### config.mk
export PLATFORM = sky130hd
export DESIGN_NAME = ser10_wrap_tx
export DESIGN_NICKNAME = d
export VERILOG_FILES = /design/src/rtl/ser10_pkg.sv /design/src/rtl/ser10_byte_timer.sv /design/src/rtl/ser10_shifter.sv /design/src/rtl/ser10_ctrl.sv /design/src/rtl/ser10_wrap_route.sv /design/src/rtl/ser10_wrap_tx.sv
export SDC_FILE = /design/constraint.sdc
export NUM_CORES = 1
export LEC_CHECK = 0
export BUFFER_PORTS_ARGS = -buffer_cell sky130_fd_sc_hd__buf_4
export CORE_MARGIN = 2
export CORE_UTILIZATION = 55
export DETAILED_ROUTE_END_ITERATION = 10
export HOLD_SLACK_MARGIN = 0.1
export PLACE_DENSITY = 0.87
export SLEW_MARGIN = 15
export SYNTH_ARGS = -nofsm -noshare
export SYNTH_HDL_FRONTEND = slang
export SYNTH_HIERARCHICAL = 1
export SYNTH_SLANG_ARGS = --single-unit
### constraint.sdc
create_clock -name clk -period 4.3 [get_ports clk]
set_input_delay 0.215 -clock clk [delete_from_list [all_inputs] [get_ports clk]]
set_output_delay 0.215 -clock clk [all_outputs]
set_load 0.02 [all_outputs]
### src/rtl/ser10_pkg.sv
package ser10_pkg;

    // Start-up sequencing of the serial stream
    typedef enum logic [1:0] {
        ST_IDLE   = 2'd0,
        ST_PRIME  = 2'd1,
        ST_STREAM = 2'd2
    } ser_state_e;

endpackage

### src/rtl/ser10_byte_timer.sv
module ser10_byte_timer #(
    parameter int W = 10
) (
    input  logic clk,
    input  logic rst,
    output logic strobe,
    output logic load
);
    localparam int            CW   = $clog2(W);
    localparam logic [CW-1:0] LAST = CW'(W - 1);

    logic [CW-1:0] cnt;

    always_ff @(posedge clk) begin
        if (rst) begin
            cnt <= '0;
        end else if (cnt == LAST) begin
            cnt <= '0;
        end else begin
            cnt <= cnt + CW'(1);
        end
    end

    // capture edge ends the last count, reload edge ends the first one
    assign strobe = (cnt == LAST);
    assign load   = (cnt == '0);

    AST_STROBE_SINGLE: assert property (@(posedge clk) disable iff (rst)
        strobe |=> !strobe);
    AST_LOAD_AFTER_STROBE: assert property (@(posedge clk) disable iff (rst)
        strobe |=> load);

endmodule

### src/rtl/ser10_shifter.sv
module ser10_shifter #(
    parameter int W = 10
) (
    input  logic         clk,
    input  logic         rst,
    input  logic         capture,
    input  logic         load,
    input  logic [W-1:0] din,
    output logic         sbit
);
    logic [W-1:0] in_reg;
    logic [W-1:0] sreg;

    always_ff @(posedge clk) begin
        if (rst) begin
            in_reg <= '1;
            sreg   <= '1;
        end else begin
            if (capture) begin
                in_reg <= din;
            end
            if (load) begin
                sreg <= in_reg;
            end else begin
                sreg <= {1'b1, sreg[W-1:1]};
            end
        end
    end

    assign sbit = sreg[0];

    AST_IN_HOLD: assert property (@(posedge clk) disable iff (rst)
        !capture |=> $stable(in_reg));

endmodule

### src/rtl/ser10_ctrl.sv
module ser10_ctrl
    import ser10_pkg::*;
(
    input  logic clk,
    input  logic rst,
    input  logic strobe,
    input  logic load,
    input  logic sbit,
    output logic stream_bit
);
    ser_state_e state;
    ser_state_e state_nx;

    always_ff @(posedge clk) begin
        if (rst) begin
            state <= ST_IDLE;
        end else begin
            state <= state_nx;
        end
    end

    always_comb begin
        state_nx = state;
        unique case (state)
            ST_IDLE:   if (strobe) state_nx = ST_PRIME;
            ST_PRIME:  if (load)   state_nx = ST_STREAM;
            ST_STREAM: state_nx = ST_STREAM;
            default:   state_nx = ST_IDLE;
        endcase
    end

    always_comb begin
        stream_bit = 1'b1;
        unique case (state)
            ST_IDLE:   stream_bit = 1'b1;
            ST_PRIME:  stream_bit = 1'b1;
            ST_STREAM: stream_bit = sbit;
            default:   stream_bit = 1'b1;
        endcase
    end

    AST_PRIME_ENTRY: assert property (@(posedge clk) disable iff (rst)
        (state == ST_IDLE && strobe) |=> (state == ST_PRIME));
    AST_STREAM_STICKY: assert property (@(posedge clk) disable iff (rst)
        (state == ST_STREAM) |=> (state == ST_STREAM));

endmodule

### src/rtl/ser10_wrap_route.sv
module ser10_wrap_route (
    input  logic wrap,
    input  logic stream_bit,
    output logic line,
    output logic loop
);
    always_comb begin
        if (wrap) begin
            line = 1'b1;
            loop = stream_bit;
        end else begin
            line = stream_bit;
            loop = 1'b1;
        end
    end
endmodule

### src/rtl/ser10_wrap_tx.sv
module ser10_wrap_tx #(
    parameter int W = 10
) (
    input  logic         clk,
    input  logic         rst,
    input  logic [W-1:0] tx_word,
    input  logic         wrap_en,
    output logic         word_take,
    output logic         line_out,
    output logic         loop_out
);
    logic strobe;
    logic load;
    logic sbit;
    logic stream_bit;

    ser10_byte_timer #(.W(W)) u_timer (
        .clk    (clk),
        .rst    (rst),
        .strobe (strobe),
        .load   (load)
    );

    ser10_shifter #(.W(W)) u_shift (
        .clk     (clk),
        .rst     (rst),
        .capture (strobe),
        .load    (load),
        .din     (tx_word),
        .sbit    (sbit)
    );

    ser10_ctrl u_ctrl (
        .clk        (clk),
        .rst        (rst),
        .strobe     (strobe),
        .load       (load),
        .sbit       (sbit),
        .stream_bit (stream_bit)
    );

    ser10_wrap_route u_route (
        .wrap       (wrap_en),
        .stream_bit (stream_bit),
        .line       (line_out),
        .loop       (loop_out)
    );

    assign word_take = strobe;

    AST_RESET_IDLE: assert property (@(posedge clk)
        rst |=> (line_out && loop_out && !word_take));
    AST_LINE_PARKED: assert property (@(posedge clk) disable iff (rst)
        wrap_en |-> line_out);
    AST_LOOP_PARKED: assert property (@(posedge clk) disable iff (rst)
        !wrap_en |-> loop_out);

endmodule

==> run_results.csv <==
group,metric,value,unit
synthesis,syn_nets,127,
global_route,antenna_found_initial,0,
sta,slew_viol_final,0,
sta,period_needed,1.781,ns
synthesis,yosysWarnings,6,
placement,place.gp.congestion,0.6938,
hold_path,hold_class,"input pin to flop",
critical_path,rr_startpoint,"u_timer/cnt[0]",
sta,worstMarginPinSlew,0.2678,ns
floorplan,start_util,58.74,%
placement,io_buffers,15,
sta,rsz0062_at_grt,"false",
synthesis,synth_xor_area_share,0,%
global_route,grt_pass1_wl,3.084,mm
sta,fmax,561.4,MHz
clock_tree,cts_buffer_depth,2,
synthesis,async_reset_ff_share,0,%
critical_path,arrival,1.57,ns
floorplan,design.core.area,1962,µm²
synthesis,ys_ff_latch,26,
final_layout,layout_commonest_cell,"dfxtp_1",
floorplan,die_w,49.78,µm
job,cap_violations,0,
power,p_per_area,308.7,nW/µm²
synthesis,synthSimpleGateAreaFrac,21.82,%
final_layout,final_cell_area,1384,µm²
critical_path,crit_required,4.09,ns
clock_tree,clkTransAtPathRegs,0.13,ns
route,viasPerCell,5.247,
status,outcome,"completed",
critical_path,worstSetupStartpointType,"flop",
route,drc,0,
floorplan,die_y,49.78,µm
placement,hpwl,1.123,mm
sta,hold_viol,0,
route,routed_wl,1.890,mm
final_layout,antenna_cells,0,
critical_path,crit_type,"flop to output port",
sta,final-setup-viol-count,0,
floorplan,design.die.area,2478,µm²
floorplan,core.rowCount,16,
clock_tree,post_cts_resize_count,0,
route,vias,829,
placement,place_area,1261,µm²
clock_tree,postCtsSetupRepairBufs,0,
global_route,grt_util_all_layers,16.92,%
synthesis,synth_edf_count,0,
synthesis,syn-instance-count,107,
global_route,grt-ovfl-total,0,
synthesis,synthAdderAreaFrac,7.600,%
sta,slew_headroom,82.14,%
synthesis,synth_seq_area_share,45.17,%
synthesis,yosys.area.top_type,"dfxtp_1",
power,max-vdd-ir-drop,0.0002083,V
route,first_iter_violations,10,
clock_tree,cts_htree_levels,1,
synthesis,syn-cell-area,1152,µm²
clock_tree,cts_hold_buf,8,
route,wl_per_cell,11.96,µm
critical_path,cp-startpoint,"u_timer/cnt[0]",
route,ant_nets,0,
power,p_leak,0.5451,nW
clock_tree,cts_tree,"built",
route,first_pass_iters,4,
final_layout,layout-drive-gt1-share,16.79,%
synthesis,yosys.cell_types.count,24,
synthesis,yosys-mux-area-fraction,1.737,%
sta,min_period_over_period,41.43,%
placement,numPlacedInstances,145,
synthesis,synth_top_family_by_area,"simple AND/OR/NAND/NOR gates",
clock_tree,clkLatencyLatePin,0.32,ns
global_route,grt_pass1_vias,762,
synthesis,synth_top_area_share,45.17,%
synthesis,synth_compound_area_share,17.16,%
final_layout,fin_cells,158,
synthesis,avgSynthCellArea,10.77,µm²
global_route,grt_start_max_net_pins,29,
floorplan,io_pins,16,
final_layout,syn_to_final_growth,20.09,%
clock_tree,cts_buffers,3,
sta,fin_tns_setup,0,ns
critical_path,crit_fanout,24,
synthesis,ys.flop_type,"dfxtp_1",
synthesis,synth_area_leaders,"dfxtp_1, a211o_1, ha_1",
clock_tree,cts_root_buf,"clkbuf_4",
clock_tree,clock_sinks,26,
hold_path,hp-start,"rst",
sta,finClkSkew,0.005218,ns
final_layout,nNetsFinal,153,
final_layout,final_cell_mix,"dfxtp_1, a211o_1, buf_4",
critical_path,critPathCaptureType,"output port",
-- layer usage --
layer | GRT usage [%] | vias to the layer above | part of all wire, %
li1 | - | 416 | -
met1 | 17.83 | 392 | 43
met2 | 29.11 | 14 | 50
met3 | 3.939 | 7 | 2.7
met4 | 12.50 | 0 | 3.7
met5 | 0 | - | 0
-- layout make-up --
type	instances	area, µm²
multi-input cells	69	556.8
clock buffers	3	22.52
flip-flops and latches	26	520.5
inverters	6	22.52
fillers	162	578.1
well taps	27	33.78
repair buffers	27	227.7
-- power by group --
part | leakage, nW | switching, W | internal, W | total, W
clock | 0.0138 | 0.0000673 | 0.0000328 | 0.000100
sequential | 0.212 | 0.00000547 | 0.000254 | 0.000259
combinational | 0.319 | 0.0000281 | 0.0000398 | 0.0000679
total | 0.545 | 0.000101 | 0.000326 | 0.000427
-- Yosys cell counts (2+ instances only) --
master	number
mux2i_1	2
and2b_1	9
clkbuf_1	2
dfxtp_1	26
nor2b_1	10
nor3b_1	2
ha_1	7
a21oi_1	2
inv_1	6
a211o_1	19
buf_6	2
nand2b_1	8
-- through the flow --
stage               setup WS (ns)  hold WS (ns)  total power, W  utilization (%)
CTS                         2.523        0.1055       0.0004292            69.52
detailed placement          2.735        0.4250       0.0003259            64.29
floorplan                   2.607        0.2841       0.0003136                -
global placement            2.804        0.4209       0.0003231            64.29
finish                      2.519        0.2516       0.0004271            70.54
global route                2.370        0.2691       0.0004483            70.54
-- worst max-delay path, stage by stage (launching register included) --
cell	delay, ns
dfxtp_1	0.43
ha_1	0.20
nand2_1	0.07
nor2_1	0.09
buf_4	0.26
buf_4	0.19
-- cell families after synthesis --
kind of cell,count (synthesis)
multiplexers,2
flip-flops,26
AND/OR/NAND/NOR,38
adder cells (fa/ha/maj),7
buffers and inverters,12
AO/OA/AOI/OAI,22
-- worst paths after layout --
| path | slack [ns] | end | cells after the start |
|---|---|---|---|
| setup / recovery | 2.52 | word_take | 5 |
| hold / removal | 0.25 | u_timer/cnt[3] | 2 |
| setup reg to reg | 2.70 | u_ctrl/state[1] | 7 |
| hold reg to reg | 0.46 | u_shift/sreg[9] | 1 |
(Power assumes the default switching activity.)
